==> src/rtl/lldma_pkg.sv <==
package lldma_pkg;

  typedef enum logic [2:0] {
    S_IDLE  = 3'd0,
    S_FETCH = 3'd1,
    S_RD    = 3'd2,
    S_WR    = 3'd3,
    S_NODE  = 3'd4
  } seq_state_e;

  localparam logic [2:0] SEL_LINK  = 3'd0;
  localparam logic [2:0] SEL_COUNT = 3'd1;
  localparam logic [2:0] SEL_SRC   = 3'd2;
  localparam logic [2:0] SEL_DST   = 3'd3;
  localparam logic [2:0] SEL_CTRL  = 3'd4;

  localparam int CTRL_EN_BIT    = 0;
  localparam int CTRL_NIRQ_BIT  = 1;
  localparam int CTRL_SINC_BIT  = 31;
  localparam int CTRL_DINC_BIT  = 30;
  localparam int LINK_CHAIN_BIT = 1;

  localparam int DESC_ALIGN_BITS = 5;
  localparam int DESC_READS      = 5;

  // Byte offset inside a descriptor of fetch step idx (link, count, src, dst, ctrl).
  function automatic logic [DESC_ALIGN_BITS-1:0] fetch_off(input logic [2:0] idx);
    if (idx == 3'd0) fetch_off = '0;
    else             fetch_off = 5'h0C + {idx[2:0], 2'b00};
  endfunction

endpackage

==> src/rtl/lldma_addr_reg.sv <==
module lldma_addr_reg #(
  parameter int AW   = 32,
  parameter int STEP = 4
) (
  input  logic          clk,
  input  logic          rst,
  input  logic          ld,
  input  logic [AW-1:0] ld_val,
  input  logic          step,
  input  logic          inc,
  output logic [AW-1:0] addr
);
  localparam logic [AW-1:0] STEP_V = AW'(STEP);

  always_ff @(posedge clk) begin
    if (rst)              addr <= '0;
    else if (ld)          addr <= ld_val;
    else if (step && inc) addr <= addr + STEP_V;
  end
endmodule

==> src/rtl/lldma_count_reg.sv <==
module lldma_count_reg #(
  parameter int CW       = 16,
  parameter int MAX_NODE = 32'h1FFC,
  parameter int BEAT     = 4
) (
  input  logic          clk,
  input  logic          rst,
  input  logic          ld,
  input  logic [31:0]   ld_val,
  input  logic          dec,
  output logic [CW-1:0] cnt,
  output logic          last,
  output logic          zero
);
  localparam logic [CW-1:0] MAX_V  = CW'(MAX_NODE);
  localparam logic [CW-1:0] BEAT_V = CW'(BEAT);

  logic [CW-1:0] ld_clamped;
  assign ld_clamped = (ld_val > 32'(MAX_NODE)) ? MAX_V : ld_val[CW-1:0];

  always_ff @(posedge clk) begin
    if (rst)      cnt <= '0;
    else if (ld)  cnt <= ld_clamped;
    else if (dec) cnt <= (cnt > BEAT_V) ? (cnt - BEAT_V) : '0;
  end

  assign last = (cnt <= BEAT_V);
  assign zero = (cnt == '0);

  assert_clamp_R3: assert property (@(posedge clk) disable iff (rst)
    ld |=> (cnt <= MAX_V));
endmodule

==> src/rtl/lldma_channel.sv <==
module lldma_channel
  import lldma_pkg::*;
#(
  parameter int AW       = 32,
  parameter int CW       = 16,
  parameter int MAX_NODE = 32'h1FFC,
  parameter int BEAT     = 4
) (
  input  logic          clk,
  input  logic          rst,
  input  logic          reg_we,
  input  logic [2:0]    reg_sel,
  input  logic [31:0]   reg_wdata,
  output logic          rd_en,
  output logic [AW-1:0] rd_addr,
  input  logic          rd_valid,
  input  logic [31:0]   rd_data,
  output logic          wr_en,
  output logic [AW-1:0] wr_addr,
  output logic [31:0]   wr_data,
  input  logic          wr_ready,
  output logic [CW-1:0] cur_count,
  output logic [31:0]   cur_link,
  output logic          busy,
  output logic          node_irq,
  output logic          end_irq
);
  localparam int NPTR = 2;   // 0 = source, 1 = destination

  seq_state_e    st_q;
  logic [2:0]    fidx_q;
  logic [31:0]   link_q, ctrl_q, data_q;
  logic [AW-1:0] base_q;
  logic          rd_en_q, wr_en_q, node_irq_q, end_irq_q;
  logic [AW-1:0] rd_addr_q, wr_addr_q;
  logic [31:0]   wr_data_q;

  logic idle, en, fetch_acc, beat_done, chain_go, end_now;
  logic sw_link, sw_cnt, sw_ctrl, sw_ptr_src, sw_ptr_dst;
  logic cnt_ld, cnt_last, cnt_zero;
  logic [31:0]   cnt_ld_val;
  logic [CW-1:0] cnt_q;
  logic [NPTR-1:0] ptr_ld, ptr_inc;
  logic [AW-1:0]   ptr_val [NPTR];
  logic [AW-1:0]   ptr_q   [NPTR];

  assign idle      = (st_q == S_IDLE);
  assign en        = ctrl_q[CTRL_EN_BIT];
  assign fetch_acc = (st_q == S_FETCH) && rd_en_q && rd_valid;
  assign beat_done = (st_q == S_WR) && wr_en_q && wr_ready;
  assign chain_go  = link_q[LINK_CHAIN_BIT];
  assign end_now   = (st_q == S_NODE) && !chain_go;

  assign sw_link    = idle && reg_we && (reg_sel == SEL_LINK);
  assign sw_cnt     = idle && reg_we && (reg_sel == SEL_COUNT);
  assign sw_ptr_src = idle && reg_we && (reg_sel == SEL_SRC);
  assign sw_ptr_dst = idle && reg_we && (reg_sel == SEL_DST);
  assign sw_ctrl    = reg_we && (reg_sel == SEL_CTRL);

  // Count register: loaded by software when idle or by fetch step 1.
  assign cnt_ld     = sw_cnt || (fetch_acc && fidx_q == 3'd1);
  assign cnt_ld_val = idle ? reg_wdata : rd_data;

  lldma_count_reg #(.CW(CW), .MAX_NODE(MAX_NODE), .BEAT(BEAT)) u_count (
    .clk(clk), .rst(rst), .ld(cnt_ld), .ld_val(cnt_ld_val), .dec(beat_done),
    .cnt(cnt_q), .last(cnt_last), .zero(cnt_zero)
  );

  // Source and destination pointers share one structure.
  assign ptr_ld[0]  = sw_ptr_src || (fetch_acc && fidx_q == 3'd2);
  assign ptr_ld[1]  = sw_ptr_dst || (fetch_acc && fidx_q == 3'd3);
  assign ptr_inc[0] = ctrl_q[CTRL_SINC_BIT];
  assign ptr_inc[1] = ctrl_q[CTRL_DINC_BIT];

  for (genvar g = 0; g < NPTR; g++) begin : g_ptr
    assign ptr_val[g] = idle ? AW'(reg_wdata) : AW'(rd_data);
    lldma_addr_reg #(.AW(AW), .STEP(BEAT)) u_ptr (
      .clk(clk), .rst(rst), .ld(ptr_ld[g]), .ld_val(ptr_val[g]),
      .step(beat_done), .inc(ptr_inc[g]), .addr(ptr_q[g])
    );
  end

  // Link word.
  always_ff @(posedge clk) begin
    if (rst)                                link_q <= '0;
    else if (sw_link)                       link_q <= reg_wdata;
    else if (fetch_acc && fidx_q == 3'd0)   link_q <= rd_data;
  end

  // Control word: later assignments take priority.
  always_ff @(posedge clk) begin
    if (rst) begin
      ctrl_q <= '0;
    end else begin
      if (fetch_acc && fidx_q == 3'd4) ctrl_q <= rd_data;
      if (sw_ctrl && idle)             ctrl_q <= reg_wdata;
      if (sw_ctrl && !idle)            ctrl_q[CTRL_EN_BIT] <= reg_wdata[CTRL_EN_BIT];
      if (end_now)                     ctrl_q[CTRL_EN_BIT] <= 1'b0;
    end
  end

  // Sequencer.
  always_ff @(posedge clk) begin
    if (rst) begin
      st_q       <= S_IDLE;
      fidx_q     <= '0;
      base_q     <= '0;
      data_q     <= '0;
      rd_en_q    <= 1'b0;
      rd_addr_q  <= '0;
      wr_en_q    <= 1'b0;
      wr_addr_q  <= '0;
      wr_data_q  <= '0;
      node_irq_q <= 1'b0;
      end_irq_q  <= 1'b0;
    end else begin
      node_irq_q <= 1'b0;
      end_irq_q  <= 1'b0;
      case (st_q)
        S_IDLE: begin
          if (sw_ctrl && reg_wdata[CTRL_EN_BIT]) st_q <= S_RD;
        end
        S_FETCH: begin
          if (!rd_en_q) begin
            if (en) begin
              rd_en_q   <= 1'b1;
              rd_addr_q <= base_q | {{(AW-DESC_ALIGN_BITS){1'b0}}, fetch_off(fidx_q)};
            end
          end else if (rd_valid) begin
            rd_en_q <= 1'b0;
            if (fidx_q == 3'(DESC_READS - 1)) begin
              fidx_q <= '0;
              st_q   <= S_RD;
            end else begin
              fidx_q <= fidx_q + 3'd1;
            end
          end
        end
        S_RD: begin
          if (!rd_en_q) begin
            if (en) begin
              if (cnt_zero) begin
                st_q <= S_NODE;
              end else begin
                rd_en_q   <= 1'b1;
                rd_addr_q <= ptr_q[0];
              end
            end
          end else if (rd_valid) begin
            rd_en_q <= 1'b0;
            data_q  <= rd_data;
            st_q    <= S_WR;
          end
        end
        S_WR: begin
          if (!wr_en_q) begin
            if (en) begin
              wr_en_q   <= 1'b1;
              wr_addr_q <= ptr_q[1];
              wr_data_q <= data_q;
            end
          end else if (wr_ready) begin
            wr_en_q <= 1'b0;
            st_q    <= cnt_last ? S_NODE : S_RD;
          end
        end
        S_NODE: begin
          node_irq_q <= ctrl_q[CTRL_NIRQ_BIT];
          if (chain_go) begin
            st_q   <= S_FETCH;
            fidx_q <= '0;
            base_q <= {link_q[AW-1:DESC_ALIGN_BITS], {DESC_ALIGN_BITS{1'b0}}};
          end else begin
            st_q      <= S_IDLE;
            end_irq_q <= 1'b1;
          end
        end
        default: st_q <= S_IDLE;
      endcase
    end
  end

  assign rd_en     = rd_en_q;
  assign rd_addr   = rd_addr_q;
  assign wr_en     = wr_en_q;
  assign wr_addr   = wr_addr_q;
  assign wr_data   = wr_data_q;
  assign cur_count = cnt_q;
  assign cur_link  = link_q;
  assign busy      = !idle;
  assign node_irq  = node_irq_q;
  assign end_irq   = end_irq_q;

  logic unused_bits;
  assign unused_bits = ^{ctrl_q[29:2], link_q[4:2], link_q[0]};

  // ---------------- assertions ----------------
  assert_idle_quiet_R1: assert property (@(posedge clk) disable iff (rst)
    !busy |-> (!rd_en && !wr_en));

  assert_rd_hold_R12: assert property (@(posedge clk) disable iff (rst)
    (rd_en && !rd_valid) |=> (rd_en && $stable(rd_addr)));

  assert_wr_hold_R12: assert property (@(posedge clk) disable iff (rst)
    (wr_en && !wr_ready) |=> (wr_en && $stable(wr_addr) && $stable(wr_data)));

  assert_no_rd_wr_overlap_R4: assert property (@(posedge clk) disable iff (rst)
    !(rd_en && wr_en));

  assert_count_step_R3: assert property (@(posedge clk) disable iff (rst)
    (wr_en && wr_ready) |=>
      (cur_count == (($past(cur_count) > CW'(BEAT)) ? ($past(cur_count) - CW'(BEAT)) : '0)));

  assert_end_idle_R5: assert property (@(posedge clk) disable iff (rst)
    end_irq |-> !busy);

  assert_pause_quiet_R9: assert property (@(posedge clk) disable iff (rst)
    (!en && !rd_en && !wr_en) |=> (!rd_en && !wr_en));

  assert_fetch_after_write_R4: assert property (@(posedge clk) disable iff (rst)
    (wr_en && wr_ready && cnt_last) |=> !rd_en);
endmodule

==> config.mk <==
export PLATFORM = sky130hd
export DESIGN_NAME = lldma_channel
export DESIGN_NICKNAME = d
export VERILOG_FILES = /design/src/rtl/lldma_pkg.sv /design/src/rtl/lldma_addr_reg.sv /design/src/rtl/lldma_count_reg.sv /design/src/rtl/lldma_channel.sv
export SDC_FILE = /design/constraint.sdc
export NUM_CORES = 1
export LEC_CHECK = 0
export BUFFER_PORTS_ARGS = -buffer_cell sky130_fd_sc_hd__clkbuf_2
export CORE_MARGIN = 2
export CORE_UTILIZATION = 55
export DETAILED_ROUTE_END_ITERATION = 7
export PLACE_DENSITY_LB_ADDON = 0.15
export SYNTH_ARGS = -nofsm -noshare
export SYNTH_HDL_FRONTEND = slang
export SYNTH_HIERARCHICAL = 1
export SYNTH_SLANG_ARGS = --single-unit
==> constraint.sdc <==
create_clock -name clk -period 7.7 [get_ports clk]
set_input_delay 0.77 -clock clk [delete_from_list [all_inputs] [get_ports clk]]
set_output_delay 0.77 -clock clk [all_outputs]
set_load 0.02 [all_outputs]
==> flow_summary.yaml <==
hold_path:
  hold_class: "reg -> reg"
  whs_path_depth: 2
  worstHoldStart: "data_q[0]$_SDFFE_PP0P_"
  worst_hold_path.endpoint: "wr_data[0]$_SDFFE_PP0P_"
synthesis:
  synth_area_leaders: "dfxtp_1 43%, nand2_1 13%, a21oi_1 5.4%, a211oi_1 3.8%, nor2_1 3.7%"
  synth_nets: 1742
  yosysTopAreaCellShare: 0.427
  netlist_area_mm2: 0.0132
  yosys_warnings: 6
  synthArstFlopShare: 0
  synth_ff_type: "dfxtp_1"
  ys_ff_latch: 281
  seq_area_frac_synth: 0.427
  avgSynthCellArea_um2: 7.93
  synthDistinctLibCells: 74
  syn-instance-count: 1660
  synth_edf_count: 0
  synth_top_cell_by_area: "dfxtp_1"
critical_path:
  startpoint_type: "flop"
  cp_data_arrival_time_ps: 4020
  reg2reg_slack_ps: 4080
  rr_startpoint: "st_q[0]$_SDFFE_PP0P_"
  path_class: "reg -> reg"
  rr_endpoint: "g_ptr[1].u_ptr/addr[31]$_SDFFE_PP0N_"
  endpoint_kind: "flop"
  worstPathMaxFanout: 42
  ff2ff_path_depth: 8
  worstPathRequired_ps: 8100
job:
  drv_cap: 0
clock_network:
  cts_setup_buffers: 0
  cts_root_buffer: "clkbuf_16"
  htree_levels: 1
  cts_tree: "done"
  ctsLongestPathBuffers: 3
  post_cts_resized: 0
  clk_pin_slew_ps: 60
  clk_latency_ps: 560
  cts_buffers: 30
  clock_sinks: 281
  ctsHoldBuffers: 0
sta:
  fin_ws_ps: 4080
  min_period_ps: 3620
  final_max_slew_viol_count: 0
  finalSetupViolCount: 0
  timing.hold.ws_ps: 446
  fin_crit_sh: 0.471
  fmax_mhz: 276
  tightest_slew_ps: 1070
  hold_viol: 0
  fin_tns_setup_ps: 0
  grt_setup_unrepaired: "false"
  relSlewSlack: 0.285
  fin_skew_ps: 16.7
drt:
  ant_nets: 0
  drt_iter0_markers: 1373
  routed_wl_um: 42600
  wire_per_inst_um: 19.8
  vias_per_cell: 5.99
  vias: 12900
  dr.pass1.iters: 5
  post-route-drc-count: 0
floorplanning:
  start_util: 0.561
  io_pins: 221
  die_area_mm2: 0.0252
  core_mm2: 0.0235
  rows: 56
  fp.dieH_um: 159
  die_x_um: 159
finish:
  final_net_count: 1888
  final_common_cell: "nand2_1"
  utilization: 0.654
  final_cell_mix: "443 x nand2_1, 281 x dfxtp_1, 219 x clkbuf_2, 141 x a21oi_1, 129 x nor2_1"
  drive_gt1_frac: 0.178
  syn_to_final_growth_pct: 16.7
placed_design:
  hpwl_um: 29700
  port_buffers: 220
  gp_congestion: 0.988
  dp_slack_ps: 4080
global_routing:
  grtUsageMet3: 0.0787
  gr-total-overflow: 0
  antenna_found_initial: 1
  grtUsageTotal: 0.329
  grt_start_max_net_pins: 104
  grt_first_pass_wirelength_um: 64500
  top_usage_layer: "met2"
  grtUsageMet1: 0.467
  met2_usage: 0.481
  grt_pass1_vias: 11400
pwr:
  finalPower_uw: 3930
  peakVddDrop_mv: 0.174
  p_per_area_mw_per_mm2: 256
  p_leak_uw: 0.00567
status:
  status: "finished clean"
-- per-layer routing --
layer  wire (um)  vias up
met4        1760        0
met1       18400     6069
met5           0        -
met2       18400      575
li1            -     6155
met3        4010       87
-- cells in the mapped netlist, types with 5 or more instances --
cell	number
buf_1	17
nor3_1	35
o211ai_1	12
nor3b_1	13
o21bai_1	6
and4_1	9
clkbuf_1	79
and2_1	5
o31ai_1	12
or4_1	17
and3_1	8
mux2i_1	38
a211oi_1	66
ha_1	10
nand2_1	443
dfxtp_1	281
o21ai_0	16
a21oi_1	141
xnor2_1	24
nor2b_1	5
inv_1	15
or2_2	6
nor2_1	130
or3_1	15
nand4_1	34
o22ai_1	6
xor2_1	7
nor4b_1	8
buf_2	20
a311oi_1	44
a31oi_1	5
nand3_1	28
nand2b_1	12
nor4_1	20
-- per-stage QoR --
step	area, um^2	cells
after floorplan	13200	1660
after global placement	14300	2093
after detailed placement	14300	2093
after CTS	15300	2148
after global routing	15300	2148
final	15400	2150
-- registers in the layout, indices dropped and copies added, names as in the netlist --
name and flops:
rd_addr 32, end_irq 1, cur_link 32, base_q 27
wr_addr 32, rd_en 1, g_ptr.u_ptr/addr 64, ctrl_q 4
u_count/cnt 16, wr_en 1, fidx_q 3, node_irq 1
st_q 3, wr_data 32, data_q 32
-- critical path, cell delays in order, from the launching register on --
cell and delay (ps):
dfxtp_1 440, nor3_2 200, buf_4 390, and3_1 270, a22o_1 770, inv_1 620, buf_4 400, a31oi_1 200
o221ai_1 140
-- area by class of cell --
type                       instances  area [um^2]
antenna                            2         5.00
clock buffer                      40          858
clock inverter                    15          195
fill                            2075         8120
inverter                          16         60.1
multi-input combinational       1242         6990
sequential                       281         5630
tap                              319          399
timing repair buffer             235         1220
-- worst max-delay path by stage --
stage                         start                                   end
6_report       st_q[0]$_SDFFE_PP0P_  g_ptr[1].u_ptr/addr[31]$_SDFFE_PP0N_
5_1_grt        st_q[0]$_SDFFE_PP0P_  g_ptr[1].u_ptr/addr[31]$_SDFFE_PP0N_
4_1_cts        st_q[0]$_SDFFE_PP0P_  g_ptr[1].u_ptr/addr[31]$_SDFFE_PP0N_
3_5_place_dp               rd_valid  g_ptr[1].u_ptr/addr[31]$_SDFFE_PP0N_
3_3_place_gp               rd_valid  g_ptr[1].u_ptr/addr[31]$_SDFFE_PP0N_
2_1_floorplan              wr_ready  g_ptr[0].u_ptr/addr[20]$_SDFFE_PP0N_
-- logic make-up after synthesis --
group,share of synthesized area
AOI/OAI and AO/OA,0.171
muxes,0.0289
and+or+nand+nor,0.300
adders and majority gates,0.00951
xor gates and xnor gates,0.0206
DFF,0.427
buffers and inverters,0.0430
-- power by group --
part | internal (uW) | leakage [uW] | total (uW) | switching [uW]
Combinational | 206 | 0.00288 | 824 | 618
Sequential | 1500 | 0.00227 | 1590 | 80.9
Clock | 915 | 0.000519 | 1520 | 608
(Power assumes the default switching activity.)
